File: src/rtl/carrier_enc_pkg.sv
package carrier_enc_pkg;

    typedef enum logic [1:0] {
        LC_MANCH   = 2'd0,
        LC_BIPHASE = 2'd1,
        LC_PSK     = 2'd2
    } line_code_e;

    // Configuration input value to line code: the upper bit alone selects PSK.
    function automatic line_code_e decode_code(input logic [1:0] sel);
        if (sel[1])
            return LC_PSK;
        else if (sel[0])
            return LC_BIPHASE;
        else
            return LC_MANCH;
    endfunction

    // Cell length in carrier periods for a code and a rate choice.
    function automatic int cell_periods(input line_code_e code, input logic fast,
                                        input int slow_len, input int fast_len,
                                        input int psk_len);
        if (code == LC_PSK)
            return psk_len;
        else if (fast)
            return fast_len;
        else
            return slow_len;
    endfunction

    // Actions the timer hands to the coder for the current cycle.
    typedef struct packed {
        logic cell_start;
        logic cell_mid;
    } cell_event_t;

endpackage

File: src/rtl/enc_cfg_latch.sv
module enc_cfg_latch
    import carrier_enc_pkg::*;
#(
    parameter int CELL_SLOW = 64,
    parameter int CELL_FAST = 32,
    parameter int CELL_PSK  = 16,
    parameter int CW        = 7
) (
    input  logic             clk,
    input  logic             rst,
    input  logic [1:0]       mode_sel,
    input  logic             rate_sel,
    output line_code_e       code,
    output logic [CW-1:0]    cell_len
);

    line_code_e    code_q;
    logic [CW-1:0] len_q;

    // Configuration is frozen outside reset.
    always_ff @(posedge clk) begin
        if (rst) begin
            code_q <= decode_code(mode_sel);
            len_q  <= CW'(cell_periods(decode_code(mode_sel), rate_sel,
                                       CELL_SLOW, CELL_FAST, CELL_PSK));
        end
    end

    assign code     = code_q;
    assign cell_len = len_q;

endmodule

File: src/rtl/enc_cell_timer.sv
module enc_cell_timer
    import carrier_enc_pkg::*;
#(
    parameter int CW = 7
) (
    input  logic          clk,
    input  logic          rst,
    input  logic [CW-1:0] cell_len,
    output cell_event_t   ev
);

    logic [CW-1:0] phase_q;
    logic [CW-1:0] last_idx;
    logic [CW-1:0] half_idx;

    assign last_idx = cell_len - CW'(1);
    assign half_idx = cell_len >> 1;

    always_ff @(posedge clk) begin
        if (rst)
            phase_q <= '0;
        else if (phase_q == last_idx)
            phase_q <= '0;
        else
            phase_q <= phase_q + CW'(1);
    end

    assign ev.cell_start = !rst && (phase_q == '0);
    assign ev.cell_mid   = !rst && (phase_q == half_idx);

endmodule

File: src/rtl/enc_line_coder.sv
module enc_line_coder
    import carrier_enc_pkg::*;
(
    input  logic        clk,
    input  logic        rst,
    input  line_code_e  code,
    input  cell_event_t ev,
    input  logic        data_in,
    output logic        level
);

    logic level_q;
    logic bit_q;
    logic level_d;

    always_comb begin
        level_d = level_q;
        unique case (code)
            LC_MANCH: begin
                if (ev.cell_start)
                    level_d = data_in;
                else if (ev.cell_mid)
                    level_d = !bit_q;
            end
            LC_BIPHASE: begin
                if (ev.cell_start)
                    level_d = !level_q;
                else if (ev.cell_mid && !bit_q)
                    level_d = !level_q;
            end
            LC_PSK: begin
                if (ev.cell_start && data_in)
                    level_d = level_q;
                else
                    level_d = !level_q;
            end
            default: level_d = 1'b0;
        endcase
    end

    always_ff @(posedge clk) begin
        if (rst) begin
            level_q <= 1'b0;
            bit_q   <= 1'b0;
        end else begin
            level_q <= level_d;
            if (ev.cell_start)
                bit_q <= data_in;
        end
    end

    assign level = level_q;

endmodule

File: src/rtl/carrier_bit_encoder.sv
module carrier_bit_encoder
    import carrier_enc_pkg::*;
#(
    parameter int CELL_SLOW = 64,
    parameter int CELL_FAST = 32,
    parameter int CELL_PSK  = 16
) (
    input  logic       clk,
    input  logic       rst,
    input  logic [1:0] mode_sel,
    input  logic       rate_sel,
    input  logic       data_in,
    output logic       mod_out,
    output logic       bit_strobe
);

    localparam int CW = $clog2(CELL_SLOW) + 1;

    line_code_e    code;
    logic [CW-1:0] cell_len;
    cell_event_t   ev;

    enc_cfg_latch #(
        .CELL_SLOW(CELL_SLOW),
        .CELL_FAST(CELL_FAST),
        .CELL_PSK (CELL_PSK),
        .CW       (CW)
    ) i_cfg (
        .clk      (clk),
        .rst      (rst),
        .mode_sel (mode_sel),
        .rate_sel (rate_sel),
        .code     (code),
        .cell_len (cell_len)
    );

    enc_cell_timer #(
        .CW(CW)
    ) i_timer (
        .clk      (clk),
        .rst      (rst),
        .cell_len (cell_len),
        .ev       (ev)
    );

    enc_line_coder i_coder (
        .clk     (clk),
        .rst     (rst),
        .code    (code),
        .ev      (ev),
        .data_in (data_in),
        .level   (mod_out)
    );

    assign bit_strobe = ev.cell_start;

endmodule

File: config.mk
export PLATFORM = sky130hd
export DESIGN_NAME = carrier_bit_encoder
export DESIGN_NICKNAME = d
export VERILOG_FILES = /design/src/rtl/carrier_enc_pkg.sv /design/src/rtl/enc_cfg_latch.sv /design/src/rtl/enc_cell_timer.sv /design/src/rtl/enc_line_coder.sv /design/src/rtl/carrier_bit_encoder.sv
export SDC_FILE = /design/constraint.sdc
export NUM_CORES = 1
export LEC_CHECK = 0
export BUFFER_PORTS_ARGS = -buffer_cell sky130_fd_sc_hd__buf_2
export CAP_MARGIN = 20
export CORE_UTILIZATION = 59
export CTS_BUF_LIST = sky130_fd_sc_hd__clkbuf_8 sky130_fd_sc_hd__clkbuf_16
export DETAILED_ROUTE_END_ITERATION = 7
export GPL_TIMING_DRIVEN = 0
export PLACE_DENSITY_LB_ADDON = 0.05
export SYNTH_ARGS = -nofsm -noshare
export SYNTH_HDL_FRONTEND = slang
export SYNTH_SLANG_ARGS = --single-unit
export TNS_END_PERCENT = 30
File: constraint.sdc
create_clock -name clk -period 4.43 [get_ports clk]
set_input_delay 0.886 -clock clk [delete_from_list [all_inputs] [get_ports clk]]
set_output_delay 0.886 -clock clk [all_outputs]
set_load 0.005 [all_outputs]
## After elaboration in Yosys (flattened, before gate mapping)

Cells that the tools add are included.

- Input port bits: 6
- Bits in registers: 18
- Output and inout bits: 2
- Word-level logic and storage cells: 36

- $add $sub $neg: 2
- Reduce and logical (&&, ||, !) cells: 11
- Equal/unequal tests: 8
- Mux-type cells: 10

Operators by type and width:

| kind | count |
|---|---|
| $add A7 B1 Y7 const B | 1 |
| $eq A7 B6 Y1 | 1 |
| $eq A7 B7 Y1 | 1 |
| $logic_not A7 Y1 | 1 |
| $mux W7 | 1 |
| $sub A7 B1 Y7 const B | 1 |
| $mux W1 | 6 |
| $ne A3 B2 Y1 const B | 2 |
| $eq A2 B2 Y1 const B | 2 |
| $logic_and A1 B1 Y1 | 4 |
| $mux W2 | 2 |
| $logic_not A1 Y1 | 3 |
| $pmux W1 S3 | 1 |
| $reduce_and A3 Y1 | 1 |
| $eq A2 B1 Y1 const B | 1 |
| $logic_not A2 Y1 | 1 |
| $ne A2 B2 Y1 const B | 1 |
| $reduce_or A2 Y1 | 1 |

## Logic depth before layout (Yosys ltp)

- Depth after elaboration: 6
- Gate-level depth with buffers: 8
- Mapped depth without buffers: 8

## By module

Synthesis repeated with hierarchy kept, for this count alone.

- Cells, all modules: 107
- Area, all modules: 1007.2 um^2

Modules (own cells, without submodules):

| module | instances | seq. area each (um^2) | cells each | area each (um^2) |
|---|---|---|---|---|
| enc_cell_timer | 1 | 140.1 | 70 | 614.3 |
| enc_cfg_latch | 1 | 150.1 | 14 | 203.9 |
| enc_line_coder | 1 | 40.0 | 23 | 188.9 |

## Worst setup path before layout

No wires, ideal clock.

- Path type: input-to-output
- From: input rst
- To: output bit_strobe
- Required time: 3.544 ns
- Cell stages on the path: 3
- Setup slack: 2.231 ns
- Buffers on the path: 0
- Data arrival time: 1.313 ns
- Cells stage by stage: nor4b_4 > nand2_2 > clkinv_2

- Cells in the longest elaborated chain, start to end: 2

Ends and longest elaborated chain:

| element | line | RTL |
|---|---|---|
| start: declaration | carrier_bit_encoder.sv:9 | `input logic rst,` |
| $logic_not A1 Y1 | enc_cell_timer.sv:28 | `assign ev.cell_start = !rst && (phase_q == '0);` |
| $logic_and A1 B1 Y1 | enc_cell_timer.sv:28 |  |
| end: declaration | carrier_bit_encoder.sv:14 | `output logic bit_strobe` |

No other way between the ends.

## Worst setup path after layout

Same ends and word-level chain as after synthesis.

==> metrics.md <==
| Metric | Value |
|---|---|
| Area share of the largest cell type after synthesis | `23.0%` |
| FF-to-FF setup slack | `2820 ps` |
| Crit path kind | `in -> out` |
| Die height | `38.4 µm` |
| Count of inserted antenna diode cells | `0` |
| Routability Congestion | `0.764` |
| Area share of xor/xnor cells in the synthesized design | `12.3%` |
| Source-to-sink clock delay at the later pin of the worst-skew pair | `240 ps` |
| Origin of the critical flop-to-flop path | `i_timer.phase_q[0]` |
| Worst slew pin tran | `256 ps` |
| Yosys reg bits | `14` |
| Number of vias in the routed layout | `543` |
| Number of gates given a new drive strength after cts | `0` |
| Congestion Overflow GR | `0` |
| Buffer cell driving the clock tree root | `sky130_fd_sc_hd__clkbuf_8` |
| Setup crit start | `rst` |
| Required time worst endpoint | `3540 ps` |
| Critical path fanouts, max | `11` |
| Clock net sink count | `14` |
| Setup repair after global routing missed its margin | `false` |
| Layout-stage area growth over the synthesis result | `12.5%` |
| Data arrival at the endpoint of the critical path | `1680 ps` |
| Post-layout nets | `104` |
| CP endpoint kind | `primary output` |
| Die boundary width | `38.4 µm` |
| Worst hold path type | `reg -> reg` |
| Synthesized net count | `92` |
| Maximum number of pins on one net before global-route repair | `12` |
| Router iterations before antenna repair | `4` |
| Length in cells of the worst reg-to-reg path | `8` |
| Static Leakage | `0.374 nW` |
| Number of library cell types mapped by synthesis | `27` |
| Via count of the first global-routing pass | `521` |
| Setup TNS after final layout | `0 ps` |
| Via/cell ratio | `5.22` |
| Total count of max-transition violations in the final report | `0` |
| Post-synthesis compound-gate area fraction | `4.48%` |
| Setup-failing EPs final | `0` |
| CTS H-tree lvls | `1` |
| Combinational family with the most area after synthesis | `simple AND/OR/NAND/NOR gates` |
| Max Buffers Root-to-Sink | `2` |
| Sum of routed wire length over all layers | `1260 µm` |
| Wire length of the first global-routing pass | `2130 µm` |
| Crit path capture | `bit_strobe` |
| Post-Route Hold Slack | `486 ps` |
| Number of cell rows | `12` |
| Iteration-0 DRC Markers | `14` |
| Overall fraction of global-route tracks in use | `21.6%` |
| Number of antenna violations at the first check in global routing | `0` |
| Synth warn | `0` |
| Count of pins on the block boundary | `8` |
| Number of buffers inserted during clock tree synthesis | `3` |
| Fraction of layout cells with a size suffix above 1 | `20.0%` |
| Clock transition at path regs | `60 ps` |
| Final HPWL from detailed placement | `921 µm` |
| Mapped Cells | `79` |
| Most area-consuming cells after synthesis | `sky130_fd_sc_hd__dfxtp_1 (23%), sky130_fd_sc_hd__edfxtp_1 (19%), sky130_fd_sc_hd__ha_1 (11%)` |
| Power density over the cells | `338 nW/µm²` |
| Port buffer count | `7` |
| TritonCTS clock tree | `built` |
| Number of buffers added for setup after CTS | `0` |
| Mean instance size in the synthesized netlist | `9.90 µm²` |
| Cell type contributing the most total cell area after synthesis | `sky130_fd_sc_hd__dfxtp_1` |
| Max transition margin | `82.9%` |
| Number of remaining DRC errors | `0` |
| Final Cycle Share | `58.0%` |
| Status | `complete, no violations` |
| Routed length per instance | `12.1 µm` |
| Category of the worst setup path launch point | `input pin` |
| Full die area | `1470 µm²` |
| Min Clock Period, post-route | `2570 ps` |
| Placeable Area | `1170 µm²` |
| Hold_buf cts | `0` |
| Highest-count cells in the layout ignoring fill and taps | `sky130_fd_sc_hd__nor2_1 (10), sky130_fd_sc_hd__xnor2_1 (9), sky130_fd_sc_hd__dfxtp_1 (9)` |
| Max-cap violation count | `0` |
| Fraction of synthesized area in multiplexers | `1.28%` |
| Fraction of the mapped netlist area in simple logic gates | `22.1%` |
| Adder-cell share of the synthesized area | `11.2%` |
| Endpoint of the lowest-slack register-to-register path | `i_coder.level` |
| Initial core utilization | `66.8%` |
| Most common cell after layout, fill and taps aside | `sky130_fd_sc_hd__nor2_1` |
| Final Skew | `3.43 ps` |
| Antenna-violating nets left | `0` |
| Fillers | `78` |
| Seq/Total Area, Yosys | `42.2%` |
| Cell area after synthesis | `782 µm²` |
| IR drop worst, VDD | `0.000216 V` |
| Fin. Hold Viols | `0` |
| Worst hold path cell count | `2` |
| Max Fclk | `389 MHz` |
-- worst max-delay path: stages --
cell	delay (ps)
sky130_fd_sc_hd__buf_2	180
sky130_fd_sc_hd__nor4b_4	270
sky130_fd_sc_hd__nand2_2	130
sky130_fd_sc_hd__clkinv_2	90
sky130_fd_sc_hd__buf_2	110
-- kinds of logic (layout without fill, tap and decap cells) --
kind of cell,after synthesis,in the layout
muxes,1,1
xor gates and xnor gates,11,11
adders and majority gates,7,7
and+or+nand+nor,30,30
DFF,14,14
AOI/OAI and AO/OA,5,5
buffers and inverters,11,22
-- stage by stage --
step | total power (W) | setup WS, ps | cells | utilization [%] | cell area (µm²)
after detailed placement | 0.000194 | 1850 | 100 | 71.3 | 835
after floorplan | 0.000181 | 2230 | 79 | - | 782
final | 0.000297 | 1860 | 104 | 75.1 | 880
after global routing | 0.000311 | 1770 | 104 | 75.1 | 880
after global placement | 0.000192 | 1870 | 100 | 71.3 | 835
after CTS | 0.000300 | 1850 | 104 | 75.1 | 880
-- per-layer routing --
layer / wire length [µm] / share of wire (%) / GRT usage, % / vias up
met5: 0 / 0 / 0 / -
met4: 23 / 1.8 / 10.3 / 0
met3: 36 / 2.9 / 5.23 / 4
met2: 592 / 47 / 36.0 / 11
met1: 608 / 48 / 25.9 / 249
li1: - / - / - / 279
-- where the power goes --
part / internal [W] / switching (W)
clock: 0.0000613 / 0.0000442
combinational: 0.0000214 / 0.0000212
sequential: 0.000142 / 0.00000689
total: 0.000225 / 0.0000723
-- sequential cells by signal, indices dropped and copies added, names as in the netlist --
name	count
i_coder.level	1
i_cfg.cell_len	3
i_coder.bit_q	1
i_timer.phase_q	7
i_cfg.code	2
-- how the worst min path moves through the flow --
stage                               to                from
floorplan           i_timer.phase_q[0]  i_timer.phase_q[0]
global placement    i_timer.phase_q[0]  i_timer.phase_q[0]
detailed placement       i_coder.bit_q       i_coder.bit_q
CTS                      i_coder.bit_q       i_coder.bit_q
global route             i_coder.bit_q       i_coder.bit_q
finish                   i_coder.bit_q       i_coder.bit_q
-- synth_stat cells --
library cell and instances:
sky130_fd_sc_hd__xor2_1 2, sky130_fd_sc_hd__or2b_2 1, sky130_fd_sc_hd__buf_4 2, sky130_fd_sc_hd__nand3b_1 1, sky130_fd_sc_hd__clkinv_2 1, sky130_fd_sc_hd__a21o_1 1, sky130_fd_sc_hd__nor4b_4 1, sky130_fd_sc_hd__o211ai_1 1
sky130_fd_sc_hd__mux2i_1 1, sky130_fd_sc_hd__edfxtp_1 5, sky130_fd_sc_hd__a311o_1 1, sky130_fd_sc_hd__nand4_1 1, sky130_fd_sc_hd__nand2b_1 1, sky130_fd_sc_hd__ha_1 7, sky130_fd_sc_hd__dfxtp_1 9, sky130_fd_sc_hd__nor3_1 2
sky130_fd_sc_hd__nor2b_1 2, sky130_fd_sc_hd__xnor2_1 9, sky130_fd_sc_hd__nand2_1 3, sky130_fd_sc_hd__nand3_1 5, sky130_fd_sc_hd__nand3_2 1, sky130_fd_sc_hd__nand2_2 1, sky130_fd_sc_hd__a21oi_1 2, sky130_fd_sc_hd__nor2_1 10
sky130_fd_sc_hd__inv_1 7, sky130_fd_sc_hd__clkbuf_1 1, sky130_fd_sc_hd__and3_2 1
-- final cells by class --
cell class                      instances  area [µm²]  share of cell area, %
Multi-Input combinational cell         54         402                   45.7
Sequential cell                        14         330                   37.6
Clock buffer                            3        41.3                   4.69
Timing Repair Buffer                    7        35.0                   3.98
Inverter                                8        31.3                   3.56
Buffer                                  3        18.8                   2.13
Tap cell                               14        17.5                   1.99
Clock inverter                          1        3.75                  0.427
No activity file was read; power rests on OpenSTA's default activity.
